==> config.mk <==
export PLATFORM = sky130hd
export DESIGN_NAME = pp_ctrl_reg
export DESIGN_NICKNAME = d
export VERILOG_FILES = /design/src/rtl/pp_ctrl_pkg.sv /design/src/rtl/pp_ctrl_regfile.sv /design/src/rtl/pp_ctrl_pinmux.sv /design/src/rtl/pp_ctrl_readback.sv /design/src/rtl/pp_ctrl_reg.sv
export SDC_FILE = /design/constraint.sdc
export NUM_CORES = 1
export LEC_CHECK = 0
export BUFFER_PORTS_ARGS = -buffer_cell sky130_fd_sc_hd__buf_4
export CAP_MARGIN = 30
export CORE_AREA = 2 2 39 41
export CTS_BUF_LIST = sky130_fd_sc_hd__clkbuf_4 sky130_fd_sc_hd__clkbuf_8 sky130_fd_sc_hd__clkbuf_16
export CTS_CLUSTER_DIAMETER = 50
export DETAILED_ROUTE_END_ITERATION = 12
export DIE_AREA = 0 0 41 43
export GPL_TIMING_DRIVEN = 0
export PLACE_DENSITY_LB_ADDON = 0.1
export SLEW_MARGIN = 20
export SYNTH_ARGS = -nofsm -noshare
export SYNTH_HDL_FRONTEND = slang
export SYNTH_HIERARCHICAL = 1
export SYNTH_SLANG_ARGS = --single-unit
==> constraint.sdc <==
create_clock -name clk -period 0.8 [get_ports clk]
set_input_delay 0.2 -clock clk [delete_from_list [all_inputs] [get_ports clk]]
set_output_delay 0.2 -clock clk [all_outputs]
set_load 0.01 [all_outputs]
==> src/rtl/pp_ctrl_pkg.sv <==
package pp_ctrl_pkg;

    localparam int BUS_W    = 8;
    localparam int CTRL_W   = 6;
    localparam int MODE_W   = 3;
    localparam logic [BUS_W-CTRL_W-1:0] RSVD_VAL = '1;

    typedef enum logic [MODE_W-1:0] {
        MODE_COMPAT = 3'b000,
        MODE_BIDIR  = 3'b001,
        MODE_FIFO   = 3'b010,
        MODE_EXTCAP = 3'b011,
        MODE_RSV4   = 3'b100,
        MODE_RSV5   = 3'b101,
        MODE_RSV6   = 3'b110,
        MODE_RSV7   = 3'b111
    } port_mode_e;

    // Field order fixed by the software-visible bit positions.
    typedef struct packed {
        logic dir;
        logic irq_en;
        logic selin;
        logic init;
        logic autofd;
        logic strobe;
    } ctrl_t;

    function automatic logic hw_strobe_mode(input logic [MODE_W-1:0] m);
        return (m == MODE_FIFO) || (m == MODE_EXTCAP);
    endfunction

    function automatic logic hw_autofd_mode(input logic [MODE_W-1:0] m);
        return (m == MODE_EXTCAP);
    endfunction

    function automatic logic dir_forced_fwd(input logic [MODE_W-1:0] m);
        return (m == MODE_COMPAT) || (m == MODE_FIFO);
    endfunction

endpackage

==> src/rtl/pp_ctrl_regfile.sv <==
module pp_ctrl_regfile
    import pp_ctrl_pkg::*;
#(
    parameter int W = CTRL_W
) (
    input  logic         clk,
    input  logic         rst,
    input  logic         wr_hit,
    input  logic [W-1:0] wbits,
    output ctrl_t        ctrl_q
);

    typedef struct packed {
        ctrl_t ctrl;
    } state_t;

    state_t state_d, state_q;

    always_comb begin
        state_d = state_q;
        if (wr_hit) begin
            state_d.ctrl = ctrl_t'(wbits);
        end
    end

    always_ff @(posedge clk) begin
        if (rst) begin
            state_q <= '0;
        end else begin
            state_q <= state_d;
        end
    end

    assign ctrl_q = state_q.ctrl;

endmodule

==> src/rtl/pp_ctrl_pinmux.sv <==
module pp_ctrl_pinmux
    import pp_ctrl_pkg::*;
#(
    parameter int MW = MODE_W
) (
    input  ctrl_t         ctrl_q,
    input  logic [MW-1:0] mode_i,
    input  logic          hw_strobe_req,
    input  logic          hw_autofd_req,
    output logic          strobe_pin,
    output logic          autofd_pin,
    output logic          init_pin,
    output logic          selin_pin,
    output logic          ack_irq_en,
    output logic          dir_eff
);

    logic strobe_act, autofd_act;

    always_comb begin
        strobe_act = ctrl_q.strobe | (hw_strobe_mode(mode_i) & hw_strobe_req);
        autofd_act = ctrl_q.autofd | (hw_autofd_mode(mode_i) & hw_autofd_req);
        strobe_pin = ~strobe_act;
        autofd_pin = ~autofd_act;
        init_pin   = ctrl_q.init;
        selin_pin  = ~ctrl_q.selin;
        ack_irq_en = ctrl_q.irq_en;
        dir_eff    = ctrl_q.dir & ~dir_forced_fwd(mode_i);
    end

endmodule

==> src/rtl/pp_ctrl_readback.sv <==
module pp_ctrl_readback
    import pp_ctrl_pkg::*;
#(
    parameter int BW = BUS_W
) (
    input  logic          rd_hit,
    input  ctrl_t         ctrl_q,
    output logic [BW-1:0] rdata
);

    always_comb begin
        rdata = '0;
        if (rd_hit) begin
            rdata = {RSVD_VAL, ctrl_q};
        end
    end

endmodule

==> src/rtl/pp_ctrl_reg.sv <==
module pp_ctrl_reg
    import pp_ctrl_pkg::*;
(
    input  logic              clk,
    input  logic              rst,
    input  logic              sel,
    input  logic              wr_en,
    input  logic              rd_en,
    input  logic [BUS_W-1:0]  wdata,
    output logic [BUS_W-1:0]  rdata,
    input  logic [MODE_W-1:0] mode_i,
    input  logic              hw_strobe_req,
    input  logic              hw_autofd_req,
    output logic              strobe_pin,
    output logic              autofd_pin,
    output logic              init_pin,
    output logic              selin_pin,
    output logic              ack_irq_en,
    output logic              dir_eff
);

    ctrl_t ctrl_q;
    logic  wr_hit, rd_hit;
    logic [BUS_W-CTRL_W-1:0] wdata_unused;

    assign wr_hit       = sel & wr_en;
    assign rd_hit       = sel & rd_en;
    assign wdata_unused = wdata[BUS_W-1:CTRL_W];

    pp_ctrl_regfile #(.W(CTRL_W)) u_regs (
        .clk    (clk),
        .rst    (rst),
        .wr_hit (wr_hit),
        .wbits  (wdata[CTRL_W-1:0]),
        .ctrl_q (ctrl_q)
    );

    pp_ctrl_pinmux #(.MW(MODE_W)) u_pins (
        .ctrl_q        (ctrl_q),
        .mode_i        (mode_i),
        .hw_strobe_req (hw_strobe_req),
        .hw_autofd_req (hw_autofd_req),
        .strobe_pin    (strobe_pin),
        .autofd_pin    (autofd_pin),
        .init_pin      (init_pin),
        .selin_pin     (selin_pin),
        .ack_irq_en    (ack_irq_en),
        .dir_eff       (dir_eff)
    );

    pp_ctrl_readback #(.BW(BUS_W)) u_rdbk (
        .rd_hit (rd_hit),
        .ctrl_q (ctrl_q),
        .rdata  (rdata)
    );

endmodule

==> qor.csv <==
stage;metric;value;unit
routing;vias per cell;4.11;
setup_path;Top delay family on crit path;flip-flops;
hold_path;Hold WC Path Type;in2reg;
grt;Total GRT Usage;11.0;%
timing;min cycle time layout;1040;ps
timing;Pins Over Slew Limit;0;
timing;setup violators final;14;
final_layout;P&R area growth vs syn;109;%
timing;Layout Skew;0;ps
placed_design;Port Buffer Count;29;
setup_path;worst-path fanout max;3;
timing;fmax;0.959;GHz
cts;clk sinks;6;
logic_synthesis;Post-Synth Adder-Cell Area;0;%
cts;total CTS buffers;3;
cts;clk_lat worst skew;240;ps
setup_path;CP bufs+invs;1;
run_status;violated checks;negative setup slack;
cts;CTS H-tree depth;1;
timing;fin crit share;130;%
cts;Reg clk slew, reported paths;50;ps
setup_path;critical path launch point;u_regs/ctrl_q[1];
setup_path;WS Path Type;reg2out;
grt;vias in the first global route;311;
final_layout;Non-Filler Instances;84;
setup_path;WP data arrival;840;ps
setup_path;Cell Chain, Critical Path;a31oi_1, buf_4;
logic_synthesis;number of synthesized register bits;6;
logic_synthesis;Cells after Synth;36;
routing;number of remaining DRC errors;0;
floorplanning;IO Pins;32;
logic_synthesis;register area share after synthesis;37.2;%
final_layout;nets;88;
power;Pwr per Cell Area;1220;nW/um2
placed_design;post-placement cell count;81;
final_layout;share of cells above drive strength 1;75.0;%
timing;final hold vios;0;
timing;final setup TNS;-2620;ps
setup_path;reg2reg path depth;2;
hold_path;Hold Crit Start;rst;
routing;DRT Wirelength;843;um
logic_synthesis;Yosys cell types;11;
hold_path;Min-Delay Endpoint;u_regs/ctrl_q[0];
floorplanning;Initial Util;23.3;%
timing;Slew HR;85.7;%
placed_design;GP Congestion;0.579;
floorplanning;Die Y;43;um
power;Max VDD drop;651;uV
final_layout;Final Util;48.6;%
setup_path;Critical Path RT;600;ps
grt;gr ovfl total;0;
logic_synthesis;Ys Warns;6;
grt;largest net degree at the start of global routing;9;
power;Total Power;0.824;mW
setup_path;Startpoint Class;flip-flop;
logic_synthesis;Synth Area in Compound Gates;5.81;%
cts;Root Buffer Master;clkbuf_4;
logic_synthesis;syn_nets;54;
routing;router iterations before antenna repair;2;
grt;initial antenna violation count;0;
floorplanning;Die ar.;1760;um2
routing;1st-iter DRT viols;5;
cts;clock tree buffer depth;2;
power;leakage power;0.324;nW
floorplanning;FP Rows;14;
timing;worst slew pin tran;213;ps
timing;RSZ-0062 raised after global routing;true;
floorplanning;width of the die;41;um
cts;CTS tree;yes;
logic_synthesis;syn_area_per_cell;8.97;um2
cts;Post-CTS Setup Inserts;0;
job;Max-cap violations;0;
logic_synthesis;Post-Syn Area;323;um2
logic_synthesis;mux contribution to synthesized area;18.6;%
placed_design;DP HPWL;633;um
setup_path;Crit path depth;2;
setup_path;flop2flop setup slack;190;ps
routing;DR vias;345;
routing;Antenna Violating Nets Remaining;0;
logic_synthesis;post-synthesis xor/xnor area fraction;0;%
routing;DR WL/cell;10.0;um
logic_synthesis;post-synthesis simple-gate area fraction;24.4;%
setup_path;critical path's largest stage delay;320;ps
final_layout;Largest register FFs;6;
timing;min setup slack post-route;-243;ps
setup_path;worst flop-to-flop path startpoint;u_regs/ctrl_q[2];
setup_path;reg-to-reg endpoint;u_regs/ctrl_q[2];
run_status;status;finished, violations left;
setup_path;Worst setup EP type;output pin;
logic_synthesis;combinational family with the most area after synthesis;simple AND/OR/NAND/NOR gates;
hold_path;Worst Hold Depth;2;
setup_path;critical path's slowest cell;dfxtp_2;
grt;first-pass GRT wire length;1270;um
final_layout;diode count;0;
floorplanning;placeable core area;1380;um2
==> synthesized netlist by cell type <==
cell type,count,area share [%]
mux2i_1,6,19
nor2_1,6,7.0
dfxtp_1,6,37
and2_1,8,16
o21a_1,1,2.3
inv_1,1,1.2
buf_6,1,3.5
buf_4,4,9.3
nor2b_1,1,1.9
a31oi_1,1,1.9
a21oi_1,1,1.5
==> worst max path at each step <==
| stage | endpoint |
|---|---|
| after floorplan | autofd_pin |
| after global placement | rdata[5] |
| after detailed placement | rdata[1] |
| after CTS | autofd_pin |
| after global routing | autofd_pin |
| final | autofd_pin |
==> cells by family (layout without fill, tap and decap cells) <==
group	after synthesis	in the layout
AOI/OAI and AO/OA	3	3
buffers and inverters	6	38
muxes	6	6
and+or+nand+nor	15	15
DFF	6	6
==> where the power goes <==
group          internal [mW]  leakage [nW]  switching [mW]  total [mW]
clock network          0.169        0.0138           0.105       0.274
logic                  0.146         0.259          0.0729       0.219
registers              0.318        0.0516          0.0123       0.330
total                  0.633         0.324           0.190       0.824
==> per-layer routing <==
| metal | GRT usage, % | wire (um) | up-vias |
|---|---|---|---|
| li1 | - | - | 177 |
| met1 | 11.3 | 302 | 146 |
| met2 | 17.2 | 441 | 22 |
| met3 | 5.24 | 98 | 0 |
| met4 | 6.00 | 0 | 0 |
| met5 | 0 | 0 | - |
==> cell type report <==
class                      count  area [um2]
clock buffer                   3        22.5
multi-input combinational     24         176
tap                           16        20.0
inverter                       1        3.75
buffer                         5        56.3
timing repair buffer          29         267
fill                         145         711
sequential                     6         128
==> cell usage in the layout, fill, tap and decap left out <==
master    synthesis  layout
and2_1            8       2
dfxtp_2           0       6
nor2b_1           1       1
buf_4             4      16
o21a_1            1       1
mux2i_1           6       6
nor2_1            6       6
a31oi_1           1       1
inv_2             0       1
buf_6             1      18
a21oi_2           0       1
clkbuf_4          0       3
and2_4            0       6
==> worst reg2reg max path: cells and delay by family, from the launching register on <==
| family | cells | cell delay (ps) |
|---|---|---|
| DFF | 1 | 320 |
| muxes | 1 | 120 |
| and+or+nand+nor | 1 | 50 |
==> through the flow <==
stage	worst slack (ps)	hold WS, ps	instance area (um2)
CTS	-260	161	669
detailed placement	-250	423	561
floorplan	25.4	272	323
global placement	-243	419	561
finish	-243	161	673
global route	-312	149	673
==> what timing repair did <==
item,CTS,global route
pin swaps,1,1
resized for setup,31,1
setup endpoints to repair,14,14
gates cloned,0,0
hold buffers,0,0
No activity file was read; power rests on OpenSTA's default activity.
